[src/rtl/fifo_csr_pkg.sv]
package fifo_csr_pkg;
    localparam int OFS_LEVEL  = 0;
    localparam int OFS_STATUS = 1;
    localparam int OFS_HI_THR = 2;
    localparam int OFS_LO_THR = 3;

    localparam int ST_FULL   = 0;
    localparam int ST_EMPTY  = 1;
    localparam int ST_HI     = 2;
    localparam int ST_LO     = 3;
    localparam int ST_OVFL   = 4;
    localparam int ST_UNDFL  = 5;
    localparam int ST_BITS   = 6;
endpackage

[src/rtl/fifo_store.sv]
module fifo_store #(
    parameter int DATA_W = 16,
    parameter int DEPTH  = 16,
    parameter int PTR_W  = $clog2(DEPTH)
) (
    input  logic              clk,
    input  logic              we,
    input  logic [PTR_W-1:0]  waddr,
    input  logic [DATA_W-1:0] wdata,
    input  logic [PTR_W-1:0]  raddr,
    output logic [DATA_W-1:0] rdata
);
    logic [DATA_W-1:0] mem_q [DEPTH];

    always_ff @(posedge clk) begin
        if (we) mem_q[waddr] <= wdata;
    end

    always_comb rdata = mem_q[raddr];
endmodule

[src/rtl/fifo_ptrs.sv]
module fifo_ptrs #(
    parameter int DEPTH = 16,
    parameter int PTR_W = $clog2(DEPTH),
    parameter int LVL_W = $clog2(DEPTH + 1)
) (
    input  logic             clk,
    input  logic             rst_n,
    input  logic             push_req,
    input  logic             pop_req,
    output logic             push_ok,
    output logic             pop_ok,
    output logic             ovf_evt,
    output logic             udf_evt,
    output logic             full,
    output logic             empty,
    output logic [PTR_W-1:0] wr_ptr,
    output logic [PTR_W-1:0] rd_ptr,
    output logic [LVL_W-1:0] level
);
    typedef struct packed {
        logic [PTR_W-1:0] wr;
        logic [PTR_W-1:0] rd;
        logic [LVL_W-1:0] lvl;
    } ptr_state_t;

    ptr_state_t s_d, s_q;

    function automatic logic [PTR_W-1:0] wrap_inc(input logic [PTR_W-1:0] p);
        if (p == PTR_W'(DEPTH - 1)) return '0;
        return p + 1'b1;
    endfunction

    always_comb begin
        s_d     = s_q;
        full    = (s_q.lvl == LVL_W'(DEPTH));
        empty   = (s_q.lvl == '0);
        push_ok = push_req && !full;
        pop_ok  = pop_req && !empty;
        ovf_evt = push_req && full;
        udf_evt = pop_req && empty;
        if (push_ok) s_d.wr = wrap_inc(s_q.wr);
        if (pop_ok)  s_d.rd = wrap_inc(s_q.rd);
        case ({push_ok, pop_ok})
            2'b10:   s_d.lvl = s_q.lvl + 1'b1;
            2'b01:   s_d.lvl = s_q.lvl - 1'b1;
            default: s_d.lvl = s_q.lvl;
        endcase
        wr_ptr = s_q.wr;
        rd_ptr = s_q.rd;
        level  = s_q.lvl;
    end

    always_ff @(posedge clk) begin
        if (!rst_n) s_q <= '0;
        else        s_q <= s_d;
    end

    p_level_bound_r3: assert property (@(posedge clk) disable iff (!rst_n)
        s_q.lvl <= LVL_W'(DEPTH));
    p_both_hold_level_r4: assert property (@(posedge clk) disable iff (!rst_n)
        (push_req && pop_req && !full && !empty) |=> $stable(s_q.lvl));
    p_full_no_grow_r5: assert property (@(posedge clk) disable iff (!rst_n)
        (push_req && full) |=> (s_q.lvl <= $past(s_q.lvl)));
    p_empty_rd_hold_r6: assert property (@(posedge clk) disable iff (!rst_n)
        (pop_req && empty) |=> $stable(s_q.rd));
endmodule

[src/rtl/fifo_csr.sv]
module fifo_csr
    import fifo_csr_pkg::*;
#(
    parameter int DEPTH  = 16,
    parameter int LVL_W  = $clog2(DEPTH + 1),
    parameter int CSR_AW = 3
) (
    input  logic              clk,
    input  logic              rst_n,
    input  logic [LVL_W-1:0]  level,
    input  logic              full,
    input  logic              empty,
    input  logic              ovf_evt,
    input  logic              udf_evt,
    input  logic [CSR_AW-1:0] addr,
    input  logic              rd,
    input  logic              wr,
    input  logic [31:0]       wdata,
    output logic [31:0]       rdata
);
    typedef struct packed {
        logic [LVL_W-1:0] hi_thr;
        logic [LVL_W-1:0] lo_thr;
        logic             ovf;
        logic             udf;
        logic [31:0]      rdata;
    } csr_state_t;

    localparam logic [LVL_W-1:0] HI_RST = LVL_W'(DEPTH - 2);
    localparam logic [LVL_W-1:0] LO_RST = LVL_W'(2);

    csr_state_t c_d, c_q;
    logic [ST_BITS-1:0] stat;
    logic               clr_ovf, clr_udf;
    logic               unused_wbits;

    assign unused_wbits = ^wdata[31:LVL_W];

    always_comb begin
        c_d = c_q;
        stat           = '0;
        stat[ST_FULL]  = full;
        stat[ST_EMPTY] = empty;
        stat[ST_HI]    = (level >= c_q.hi_thr);
        stat[ST_LO]    = (level <= c_q.lo_thr);
        stat[ST_OVFL]  = c_q.ovf;
        stat[ST_UNDFL] = c_q.udf;

        clr_ovf = wr && (addr == CSR_AW'(OFS_STATUS)) && wdata[ST_OVFL];
        clr_udf = wr && (addr == CSR_AW'(OFS_STATUS)) && wdata[ST_UNDFL];
        c_d.ovf = (c_q.ovf && !clr_ovf) || ovf_evt;
        c_d.udf = (c_q.udf && !clr_udf) || udf_evt;

        if (wr && addr == CSR_AW'(OFS_HI_THR)) c_d.hi_thr = wdata[LVL_W-1:0];
        if (wr && addr == CSR_AW'(OFS_LO_THR)) c_d.lo_thr = wdata[LVL_W-1:0];

        if (rd) begin
            case (int'(addr))
                OFS_LEVEL:  c_d.rdata = 32'(level);
                OFS_STATUS: c_d.rdata = 32'(stat);
                OFS_HI_THR: c_d.rdata = 32'(c_q.hi_thr);
                OFS_LO_THR: c_d.rdata = 32'(c_q.lo_thr);
                default:    c_d.rdata = '0;
            endcase
        end
        rdata = c_q.rdata;
    end

    always_ff @(posedge clk) begin
        if (!rst_n) begin
            c_q.hi_thr <= HI_RST;
            c_q.lo_thr <= LO_RST;
            c_q.ovf    <= 1'b0;
            c_q.udf    <= 1'b0;
            c_q.rdata  <= '0;
        end else begin
            c_q <= c_d;
        end
    end

    p_ovf_sets_r5: assert property (@(posedge clk) disable iff (!rst_n)
        ovf_evt |=> c_q.ovf);
    p_udf_sets_r6: assert property (@(posedge clk) disable iff (!rst_n)
        udf_evt |=> c_q.udf);
    p_ovf_sticky_r7: assert property (@(posedge clk) disable iff (!rst_n)
        (c_q.ovf && !(wr && addr == CSR_AW'(OFS_STATUS) && wdata[ST_OVFL])) |=> c_q.ovf);
    p_udf_sticky_r7: assert property (@(posedge clk) disable iff (!rst_n)
        (c_q.udf && !(wr && addr == CSR_AW'(OFS_STATUS) && wdata[ST_UNDFL])) |=> c_q.udf);
    p_status_hi_zero_r2: assert property (@(posedge clk) disable iff (!rst_n)
        (rd && addr == CSR_AW'(OFS_STATUS)) |=> (rdata[31:ST_BITS] == '0));
    p_undef_zero_r10: assert property (@(posedge clk) disable iff (!rst_n)
        (rd && addr > CSR_AW'(OFS_LO_THR)) |=> (rdata == '0));
endmodule

[src/rtl/sample_fifo_csr.sv]
module sample_fifo_csr #(
    parameter int DATA_W = 16,
    parameter int DEPTH  = 16,
    parameter int CSR_AW = 3
) (
    input  logic              clk,
    input  logic              rst_n,
    input  logic              in_valid,
    output logic              in_ready,
    input  logic [DATA_W-1:0] in_data,
    output logic              out_valid,
    input  logic              out_ready,
    output logic [DATA_W-1:0] out_data,
    input  logic [CSR_AW-1:0] csr_addr,
    input  logic              csr_read,
    input  logic              csr_write,
    input  logic [31:0]       csr_wdata,
    output logic [31:0]       csr_rdata
);
    localparam int PTR_W = $clog2(DEPTH);
    localparam int LVL_W = $clog2(DEPTH + 1);

    logic             push_ok, pop_ok, ovf_evt, udf_evt, full, empty;
    logic [PTR_W-1:0] wr_ptr, rd_ptr;
    logic [LVL_W-1:0] level;

    fifo_ptrs #(.DEPTH(DEPTH), .PTR_W(PTR_W), .LVL_W(LVL_W)) ptrs_i (
        .clk(clk), .rst_n(rst_n),
        .push_req(in_valid), .pop_req(out_ready),
        .push_ok(push_ok), .pop_ok(pop_ok),
        .ovf_evt(ovf_evt), .udf_evt(udf_evt),
        .full(full), .empty(empty),
        .wr_ptr(wr_ptr), .rd_ptr(rd_ptr), .level(level)
    );

    fifo_store #(.DATA_W(DATA_W), .DEPTH(DEPTH), .PTR_W(PTR_W)) store_i (
        .clk(clk), .we(push_ok), .waddr(wr_ptr), .wdata(in_data),
        .raddr(rd_ptr), .rdata(out_data)
    );

    fifo_csr #(.DEPTH(DEPTH), .LVL_W(LVL_W), .CSR_AW(CSR_AW)) csr_i (
        .clk(clk), .rst_n(rst_n),
        .level(level), .full(full), .empty(empty),
        .ovf_evt(ovf_evt), .udf_evt(udf_evt),
        .addr(csr_addr), .rd(csr_read), .wr(csr_write), .wdata(csr_wdata),
        .rdata(csr_rdata)
    );

    assign in_ready  = !full;
    assign out_valid = !empty;

    p_pop_needs_data_r3: assert property (@(posedge clk) disable iff (!rst_n)
        pop_ok |-> out_valid);
endmodule

[config.mk]
export PLATFORM = sky130hd
export DESIGN_NAME = sample_fifo_csr
export DESIGN_NICKNAME = d
export VERILOG_FILES = /design/src/rtl/fifo_csr_pkg.sv /design/src/rtl/fifo_store.sv /design/src/rtl/fifo_ptrs.sv /design/src/rtl/fifo_csr.sv /design/src/rtl/sample_fifo_csr.sv
export SDC_FILE = /design/constraint.sdc
export NUM_CORES = 1
export LEC_CHECK = 0
export ABC_AREA = 0
export BUFFER_PORTS_ARGS = -buffer_cell sky130_fd_sc_hd__buf_4
export CORE_ASPECT_RATIO = 0.6
export CORE_MARGIN = 4
export CORE_UTILIZATION = 53
export CTS_CLUSTER_DIAMETER = 120
export DETAILED_ROUTE_END_ITERATION = 7
export GPL_TIMING_DRIVEN = 1
export PLACE_DENSITY_LB_ADDON = 0.1
export SETUP_SLACK_MARGIN = 0.05
export SLEW_MARGIN = 30
export SYNTH_ARGS = -nofsm -noshare
export SYNTH_HDL_FRONTEND = slang
export SYNTH_HIERARCHICAL = 1
export SYNTH_SLANG_ARGS = --single-unit
[constraint.sdc]
create_clock -name clk -period 2.8 [get_ports clk]
set_input_delay 0.56 -clock clk [delete_from_list [all_inputs] [get_ports clk]]
set_output_delay 0.56 -clock clk [all_outputs]
set_load 0.005 [all_outputs]
==> results.cfg, run 1 <==
[worst_setup_path]
reg2regPathDepth = 9
cp_cell_sequence = buf_12 > buf_4 > mux4_2 > a22oi_2 > nand2_1 > buf_4
ff2ff_setup_slack_ns = 0.20
crit_fanout = 4
worstPathArrival_ns = 2.20
regToRegEndpoint = ptrs_i/level[3]
critPathMaxStageDelay_ns = 0.51
worstPathRequired_ns = 2.24
cp_common_cell = buf_4
cp_slowest_cell = mux4_2
path_buf_inv = 3
critPathKind = reg -> out
r2r-start = ptrs_i/level[1]
end_kind = output port
cp_top_family = multiplexers
start_kind = flip-flop

[cells_and_area]
area_growth_pct = 16.85
antenna_cells = 0
fill_cells = 1546
final_util_pct = 63.04
num-nets-final = 829
finalNonFillerCells = 1057
fin_area_um2 = 13880
drive_gt1_share_pct = 34.63

[sta]
drv_slew = 0
fmax_mhz = 362.8
worst_slack_ns = 0.04380
hold_viol_final = 0
rsz0062_at_grt = true
period_share_pct = 98.44
period_needed_ns = 2.756
setup_viol = 0
skew_ns = 0.01176
setup_tns_ns = 0
fin_hold_ws_ns = 0.2716

[pwr]
ir_drop_uv = 592.2
power_density_nw_per_um2 = 815.8
power_mw = 11.32
p_leak_nw = 4.709

[synthesis]
synth_cell_types = 54
yosys.cell_count.top_type = edfxtp_1
synth_edf_count = 256
postSynthAreaPerCell_um2 = 18.11
synthTopCellsByArea = edfxtp_1 (65%), mux4_2 (11%), dfxtp_1 (5.2%)
synth_cells = 656
netlist_top_cells_count = edfxtp_1 (256), mux4_2 (56), buf_4 (37), nand2_1 (34), a22oi_1 (33)
synth-seq-area-share_pct = 69.95
synth_top_area_cell = edfxtp_1
synth_ff_type = edfxtp_1
synth_top_cell_area_share_pct = 64.72
ys_ff_latch = 287
ys_async_sr_fraction_pct = 0
synthMuxAreaShare_pct = 14.23
yosysWarnings = 6
synth_top_family_by_area = multiplexers
synthXorXnorAreaFrac_pct = 0.2212
synthesis.area_um2 = 11880
synth_compound_area_share_pct = 4.456
synthAdderAreaFrac_pct = 1.854
yosys.area_share.simple_pct = 5.299

[global_route]
grt_pass1_wl_mm = 37.14
grt_usage_pct = 19.76
antenna_found_initial = 1
grt_pass1_vias = 6064
grt_start_max_net_pins = 44
overflow = 0

[floorplan]
dieArea_um2 = 24950
num_rows = 42
fp.dieH_um = 124.0
io_pins = 107
core_um2 = 22020
die_w_um = 201.3
start_util_pct = 53.94

[route]
drc = 0
totalWireLength_mm = 24.90
wl_per_cell_um = 23.56
postRouteAntennaNets = 0
drt_iter0_markers = 569
vias = 6178
vias_per_cell = 5.845
first_pass_iters = 5

[placed_design]
place_inst = 1000
gp_congestion = 0.8204
numPortBuffers = 54
placed_cell_area_um2 = 12730
dpl.hpwl_mm = 15.59
place_ws_ns = 0.002218

[hold_path]
min_from = csr_wdata[2]
hold_depth = 3
holdPathEnd = csr_i/c_q[41]
hp-class = in -> reg

[cts]
cts.sinks = 287
cts_tree = yes
clk_path_buf_depth = 3
clk_pin_slew_worst_paths_ns = 0.06
cts_root_buf = clkbuf_16
htreeDepth = 1
clk_latency_ns = 0.52
numCtsBuffers = 27
cts_hold_buffers = 0

[run_status]
status = completed

[job]
maxCapViolations = 0
[report_power, final]
part	switching (mW)	internal, mW	total (mW)	leakage, nW
Combinational	1.32	1.67	2.99	1.75
Sequential	0.144	4.81	4.96	2.57
Clock	1.44	1.93	3.37	0.388
Total	2.90	8.42	11.3	4.71
[kinds of logic (layout without fill, tap and decap cells)]
logic type	count (synthesis)	after routing
AO/OA/AOI/OAI	72	72
XOR/XNOR	3	3
adder cells (fa/ha/maj)	17	17
buffers and inverters	77	167
flip-flops	287	287
multiplexers	80	80
other	1	26
AND/OR/NAND/NOR	119	119
[routing by layer]
metal / global-route usage [%] / routed length (um) / vias to the layer above
li1: - / - / 2745
met3: 3.695 / 1860 / 24
met4: 3.029 / 277 / 2
met5: 0 / 13 / -
met1: 30.64 / 11370 / 3191
met2: 30.42 / 11380 / 216
[layout by cell type, fill, tap and decap left out, types with 12 or more instances in the layout]
cell type	count
a22oi_2	23
buf_4	83
clkbuf_16	28
conb_1	26
dfxtp_1	27
edfxtp_1	256
ha_1	15
inv_1	16
mux4_2	66
nand2_1	30
nor2_2	12
nor2b_1	20
[area by class of cell]
| type | count | area (um2) | area share [%] |
|---|---|---|---|
| timing repair buffer | 106 | 996.0 | 7.176 |
| clock inverter | 14 | 112.6 | 0.8113 |
| inverter | 16 | 60.06 | 0.4327 |
| sequential | 287 | 8315 | 59.91 |
| clock buffer | 31 | 690.7 | 4.976 |
| tap | 286 | 357.8 | 2.578 |
| multi-input combinational | 317 | 3347 | 24.11 |
[tightest hold or removal path, delay by kind of cell]
kind / cells / cell delay, ns
and+or+nand+nor: 1 / 0.04
buffers and inverters: 1 / 0.08
AOI/OAI and AO/OA: 1 / 0.07
[what timing repair did]
action                                  4_1_cts  5_1_grt
setup buffers                                 5        6
pin swaps                                     2       19
gates resized for setup                      15       49
gates cloned                                  1        1
endpoints found under the setup margin       16       18
[worst max path at each step]
stage,startpoint,end,slack [ns],depth (start not counted)
after detailed placement,ptrs_i/level[1],ptrs_i/level[4],0.002,10
final,ptrs_i/rd_ptr[0],out_data[11],0.04,6
after CTS,ptrs_i/rd_ptr[0],out_data[3],-0.05,5
after floorplan,in_valid,store_i/mem_q[4][0],0.18,3
after global placement,ptrs_i/level[1],ptrs_i/level[4],0.15,10
after global routing,ptrs_i/rd_ptr[0],out_data[15],-0.02,6
[state kept, by name (all words and copies together), names as in the netlist]
register / count
csr_i/rdata: 6
ptrs_i/level: 5
ptrs_i/rd_ptr: 4
csr_i/c_q: 12
store_i/mem_q: 256
ptrs_i/wr_ptr: 4
No activity file was read; power rests on OpenSTA's default activity.
==> run 2: changes to the inputs <==
Settings changed: BUFFER_PORTS_ARGS -buffer_cell sky130_fd_sc_hd__buf_4 to -buffer_cell sky130_fd_sc_hd__buf_2.
==> run 2 against run 1 <==
Compared with the run above:
- clock skew is 0.0013 ns higher
- sequential cell count stayed put
- power is 1.5% higher
- maximum frequency is 0.44% lower
- setup slack worse by 0.012 ns
- core utilization is 0.35 points higher
- largest power group unchanged
- hold slack better by 0.0078 ns
- register-to-register slack worse by 0.07 ns
- combinational power is 4% higher
==> results.cfg, run 2 (synthesized netlist as in run 1, its figures left out) <==
[global_route]
grt_usage_pct = 20.73
overflow = 0
grt_pass1_vias = 6205
grt_start_max_net_pins = 40
antenna_found_initial = 1
grt_pass1_wl_mm = 38.50

[cts]
htreeDepth = 1
cts_tree = yes
cts.sinks = 287
cts_root_buf = clkbuf_16
clk_pin_slew_worst_paths_ns = 0.07
clk_latency_ns = 0.52
clk_path_buf_depth = 3
numCtsBuffers = 26

[pwr]
power.share.switching_pct = 25.96
p_switching_mw = 2.983
power_mw = 11.49
p_leak_nw = 4.765
ir_drop_uv = 442.6
sequentialPowerShare_pct = 43.2
power_density_nw_per_um2 = 823.5
p_int_mw = 8.509
clkPwrFrac_pct = 29.7
pwr-share-comb_pct = 27.0

[cells_and_area]
antenna_cells = 0
regMostFlops = store_i/mem_q
final_common_cell = edfxtp_1
finalNonFillerCells = 1071
drive_gt1_share_pct = 35.67
area_growth_pct = 17.50
reg.largest.list = store_i/mem_q x256, csr_i/c_q x12, csr_i/rdata x6
largest_reg_flops = 256
fill_cells = 1511
num-nets-final = 840
layout_common_cells = edfxtp_1 (256), mux4_2 (62), buf_2 (52), buf_4 (41), nand2_1 (32)

[floorplan]
start_util_pct = 53.94
die_w_um = 201.3
core_um2 = 22020
num_rows = 42
fp.dieH_um = 124.0
io_pins = 107
dieArea_um2 = 24950

[sta]
rsz0062_at_grt = true
skew_ns = 0.01309
tightest_slew_ns = 0.6291
fmax_mhz = 361.2
period_share_pct = 98.87
setup_viol = 0
drv_slew = 0
hold_viol_final = 0
max_slew_margin_pct = 58.06
worst_slack_ns = 0.03166
period_needed_ns = 2.768

[placed_design]
numPortBuffers = 54
dpl.hpwl_mm = 15.55
place_ws_ns = 0.06441
gp_congestion = 0.8488
place_inst = 1000

[route]
vias = 6295
totalWireLength_mm = 25.97
vias_per_cell = 5.878
drt_iter0_markers = 524
drc = 0
postRouteAntennaNets = 0
wl_per_cell_um = 24.25
first_pass_iters = 8

[worst_setup_path]
end_kind = output port
worstPathRequired_ns = 2.24
critPathKind = reg -> out
start_kind = flip-flop
cp_slowest_cell = mux4_2
critPathMaxStageDelay_ns = 0.49
crit_fanout = 5
worstPathArrival_ns = 2.21
cp_cell_sequence = buf_12 > clkbuf_16 > buf_6 > mux4_2 > a22oi_2 > nand2_1 > buf_2

[job]
maxCapViolations = 0

[hold_path]
hp-class = in -> reg

[run_status]
status = completed
==> run 2: area by class of cell <==
cell class / instances / area [um2] / share of cell area [%]
inverter: 16 / 60.06 / 0.4303
tap: 286 / 357.8 / 2.564
clock inverter: 15 / 132.6 / 0.9503
timing repair buffer: 118 / 1026 / 7.352
sequential: 287 / 8315 / 59.58
multi-input combinational: 317 / 3369 / 24.14
clock buffer: 32 / 694.4 / 4.976
==> run 2: stage by stage <==
stage          hold WS [ns]  setup TNS (ns)  util, %  area, um2
2_1_floorplan        0.4540               0        -      11980
3_3_place_gp         0.4622               0    57.46      12650
6_report             0.2793               0    63.38      13960
4_1_cts              0.2557               0    62.51      13760
5_1_grt              0.2891         -0.2098    63.38      13960
3_5_place_dp         0.4772               0    57.46      12650
==> run 2: power by group through the flow <==
stage / logic [mW] / clock network, mW / registers, mW
after floorplan: 1.75 / 0 / 4.98
after global placement: 2.31 / 0 / 5.09
after detailed placement: 2.36 / 0 / 5.10
after CTS: 2.87 / 3.50 / 4.95
after global routing: 3.37 / 3.68 / 4.99
final: 3.10 / 3.42 / 4.97
==> run 2: worst paths after layout <==
path | start | to | slack, ns | depth (start not counted)
min | csr_wdata[2] | csr_i/c_q[41] | 0.28 | 3
min reg2reg | csr_i/rdata[5] | csr_i/rdata[5] | 0.49 | 2
max | ptrs_i/rd_ptr[0] | out_data[4] | 0.03 | 7
max reg2reg | ptrs_i/level[2] | ptrs_i/level[3] | 0.13 | 9
==> run 2: worst max-delay path: cells and delay by family (launching register included) <==
kind | cells | cell delay [ns]
flops | 1 | 0.38
mux | 1 | 0.49
simple gates | 1 | 0.10
buf+inv | 4 | 0.54
compound gates | 1 | 0.18
==> run 2: what timing repair did <==
item / 4_1_cts / 5_1_grt
gates resized for setup: 23 / 30
gates cloned: 3 / 2
endpoints found under the hold margin: 0 / 0
hold buffers: 0 / 0
buffers inserted: 16 / 4
pin swaps: 10 / 20
setup endpoints to repair: 17 / 18
==> run 2: metal layers <==
metal	share of wire, %	global-route usage, %
met1	45	32.01
met2	45	31.16
met3	8.1	4.684
met4	1.3	3.669
met5	0.077	0
==> run 3: changes to the inputs <==
Settings changed: PLACE_DENSITY from default to 0.75, PLACE_DENSITY_LB_ADDON 0.1 to default.
==> run 3 against run 2 <==
Compared with the run above:
- die area unchanged
- sequential share of layout area increased by 1.0 points
- register-to-register slack improved by 0.04 ns
- non-clock buffer count decreased by 4
- wire length decreased by 4.8%
- critical path depth decreased by 1
- clock power about the same
- final cell count decreased by 0.65%
- design area decreased by 1.7%
- setup slack got worse by 0.017 ns
- critical path type unchanged
- critical endpoint is now out_data[7]
- largest cell class unchanged
- highest routed layer unchanged
==> results.cfg, run 3 (synthesized netlist as in run 1, its figures left out) <==
[global_route]
antenna_found_initial = 1
grt_start_max_net_pins = 40
overflow = 0
grt_pass1_wl_mm = 37.63
grt_pass1_vias = 6339
grt_usage_pct = 19.97

[sta]
setup_viol = 0
max_slew_margin_pct = 60.26
worst_slack_ns = 0.01423
hold_viol_final = 0
setup_tns_ns = 0
tightest_slew_ns = 0.5960
period_share_pct = 99.49
period_needed_ns = 2.786
drv_slew = 0
rsz0062_at_grt = true
fin_hold_ws_ns = 0.2855
fmax_mhz = 359.0
skew_ns = 0.01274

[route]
vias = 6241
drt_iter0_markers = 505
totalWireLength_mm = 24.72
vias_per_cell = 5.866
postRouteAntennaNets = 0
drc = 0
wl_per_cell_um = 23.23
first_pass_iters = 5

[pwr]
ir_drop_uv = 612.8
power_mw = 11.13
p_leak_nw = 4.711
power_density_nw_per_um2 = 811.5

[hold_path]
hp-class = in -> reg

[cts]
clk_path_buf_depth = 3
cts_hold_buffers = 0
cts_root_buf = clkbuf_16
cts.sinks = 287
cts_tree = yes
numCtsBuffers = 26
htreeDepth = 1
clk_pin_slew_worst_paths_ns = 0.07
clk_latency_ns = 0.52

[worst_setup_path]
worstPathArrival_ns = 2.23
cp_top_family = multiplexers
crit_fanout = 7
worstPathRequired_ns = 2.24
cp_slowest_cell = mux4_1
critPathMaxStageDelay_ns = 0.56
end_kind = output port
path_buf_inv = 3
critPathKind = reg -> out
cp_cell_sequence = buf_6 > buf_12 > mux4_1 > a22oi_1 > nand2_1 > buf_2
start_kind = flip-flop

[cells_and_area]
finalNonFillerCells = 1064
fin_area_um2 = 13720
area_growth_pct = 15.50
fill_cells = 1519
final_util_pct = 62.30
regArea_um2 = 8314
reg.largest.list = store_i/mem_q x256, csr_i/c_q x12, csr_i/rdata x6
layout_common_cells = edfxtp_1 (256), mux4_2 (59), buf_2 (54), buf_4 (46), nand2_1 (34)
largest_reg_flops = 256
multi_input_area_um2 = 3304
final_common_cell = edfxtp_1
regMostFlops = store_i/mem_q
antenna_cells = 0
drive_gt1_share_pct = 33.29
num-nets-final = 836

[placed_design]
placed_cell_area_um2 = 12640
gp_congestion = 0.8544
place_ws_ns = 0.1193
numPortBuffers = 54
dpl.hpwl_mm = 15.51
place_inst = 1007

[job]
maxCapViolations = 0

[floorplan]
die_w_um = 201.3
io_pins = 107
start_util_pct = 53.94
dieArea_um2 = 24950
fp.dieH_um = 124.0
core_um2 = 22020
num_rows = 42

[run_status]
status = completed
## run 3: final timing paths
check	start	end	slack, ns	cells after the start
hold / removal	csr_wdata[1]	csr_i/c_q[40]	0.29	3
setup / recovery	ptrs_i/rd_ptr[0]	out_data[7]	0.01	6
setup reg to reg	ptrs_i/level[2]	ptrs_i/level[3]	0.17	9
hold reg to reg	csr_i/rdata[5]	csr_i/rdata[5]	0.49	2
## run 3: worst register-to-register path, stage by stage (launching register included)
cell and delay (ns):
dfxtp_1 0.40, or4_4 0.55, o21ai_4 0.14, inv_1 0.06
ha_2 0.21, ha_1 0.30, a21o_2 0.13, a21oi_1 0.08
or4b_2 0.61, nand3_1 0.09
## run 3: per-layer routing
| layer | vias to the layer above | share of wire, % | GRT usage [%] |
|---|---|---|---|
| met5 | - | 0.053 | 0 |
| met4 | 2 | 2.3 | 4.480 |
| met3 | 47 | 8.6 | 3.773 |
| met2 | 267 | 45 | 31.16 |
| met1 | 3152 | 44 | 30.00 |
| li1 | 2773 | - | - |
## run 3: power breakdown
part	total, mW	switching, mW	internal [mW]	leakage, nW
clock	3.40	1.47	1.93	0.390
sequential	4.95	0.136	4.81	2.57
combinational	2.78	1.26	1.53	1.76
total	11.1	2.86	8.27	4.71
## run 3: layout make-up
| class | count | share of cell area, % |
|---|---|---|
| multi-input combinational | 317 | 24.09 |
| clock buffer | 29 | 4.980 |
| tap | 286 | 2.609 |
| timing repair buffer | 114 | 6.293 |
| clock inverter | 15 | 0.9850 |
| sequential | 287 | 60.61 |
| inverter | 16 | 0.4378 |
## run 3: repair_timing
action / in CTS / in global routing
gates cloned: 1 / 1
gates resized for setup: 16 / 14
endpoints found under the setup margin: 16 / 18
pin swaps: 5 / 0
buffers inserted: 10 / 1
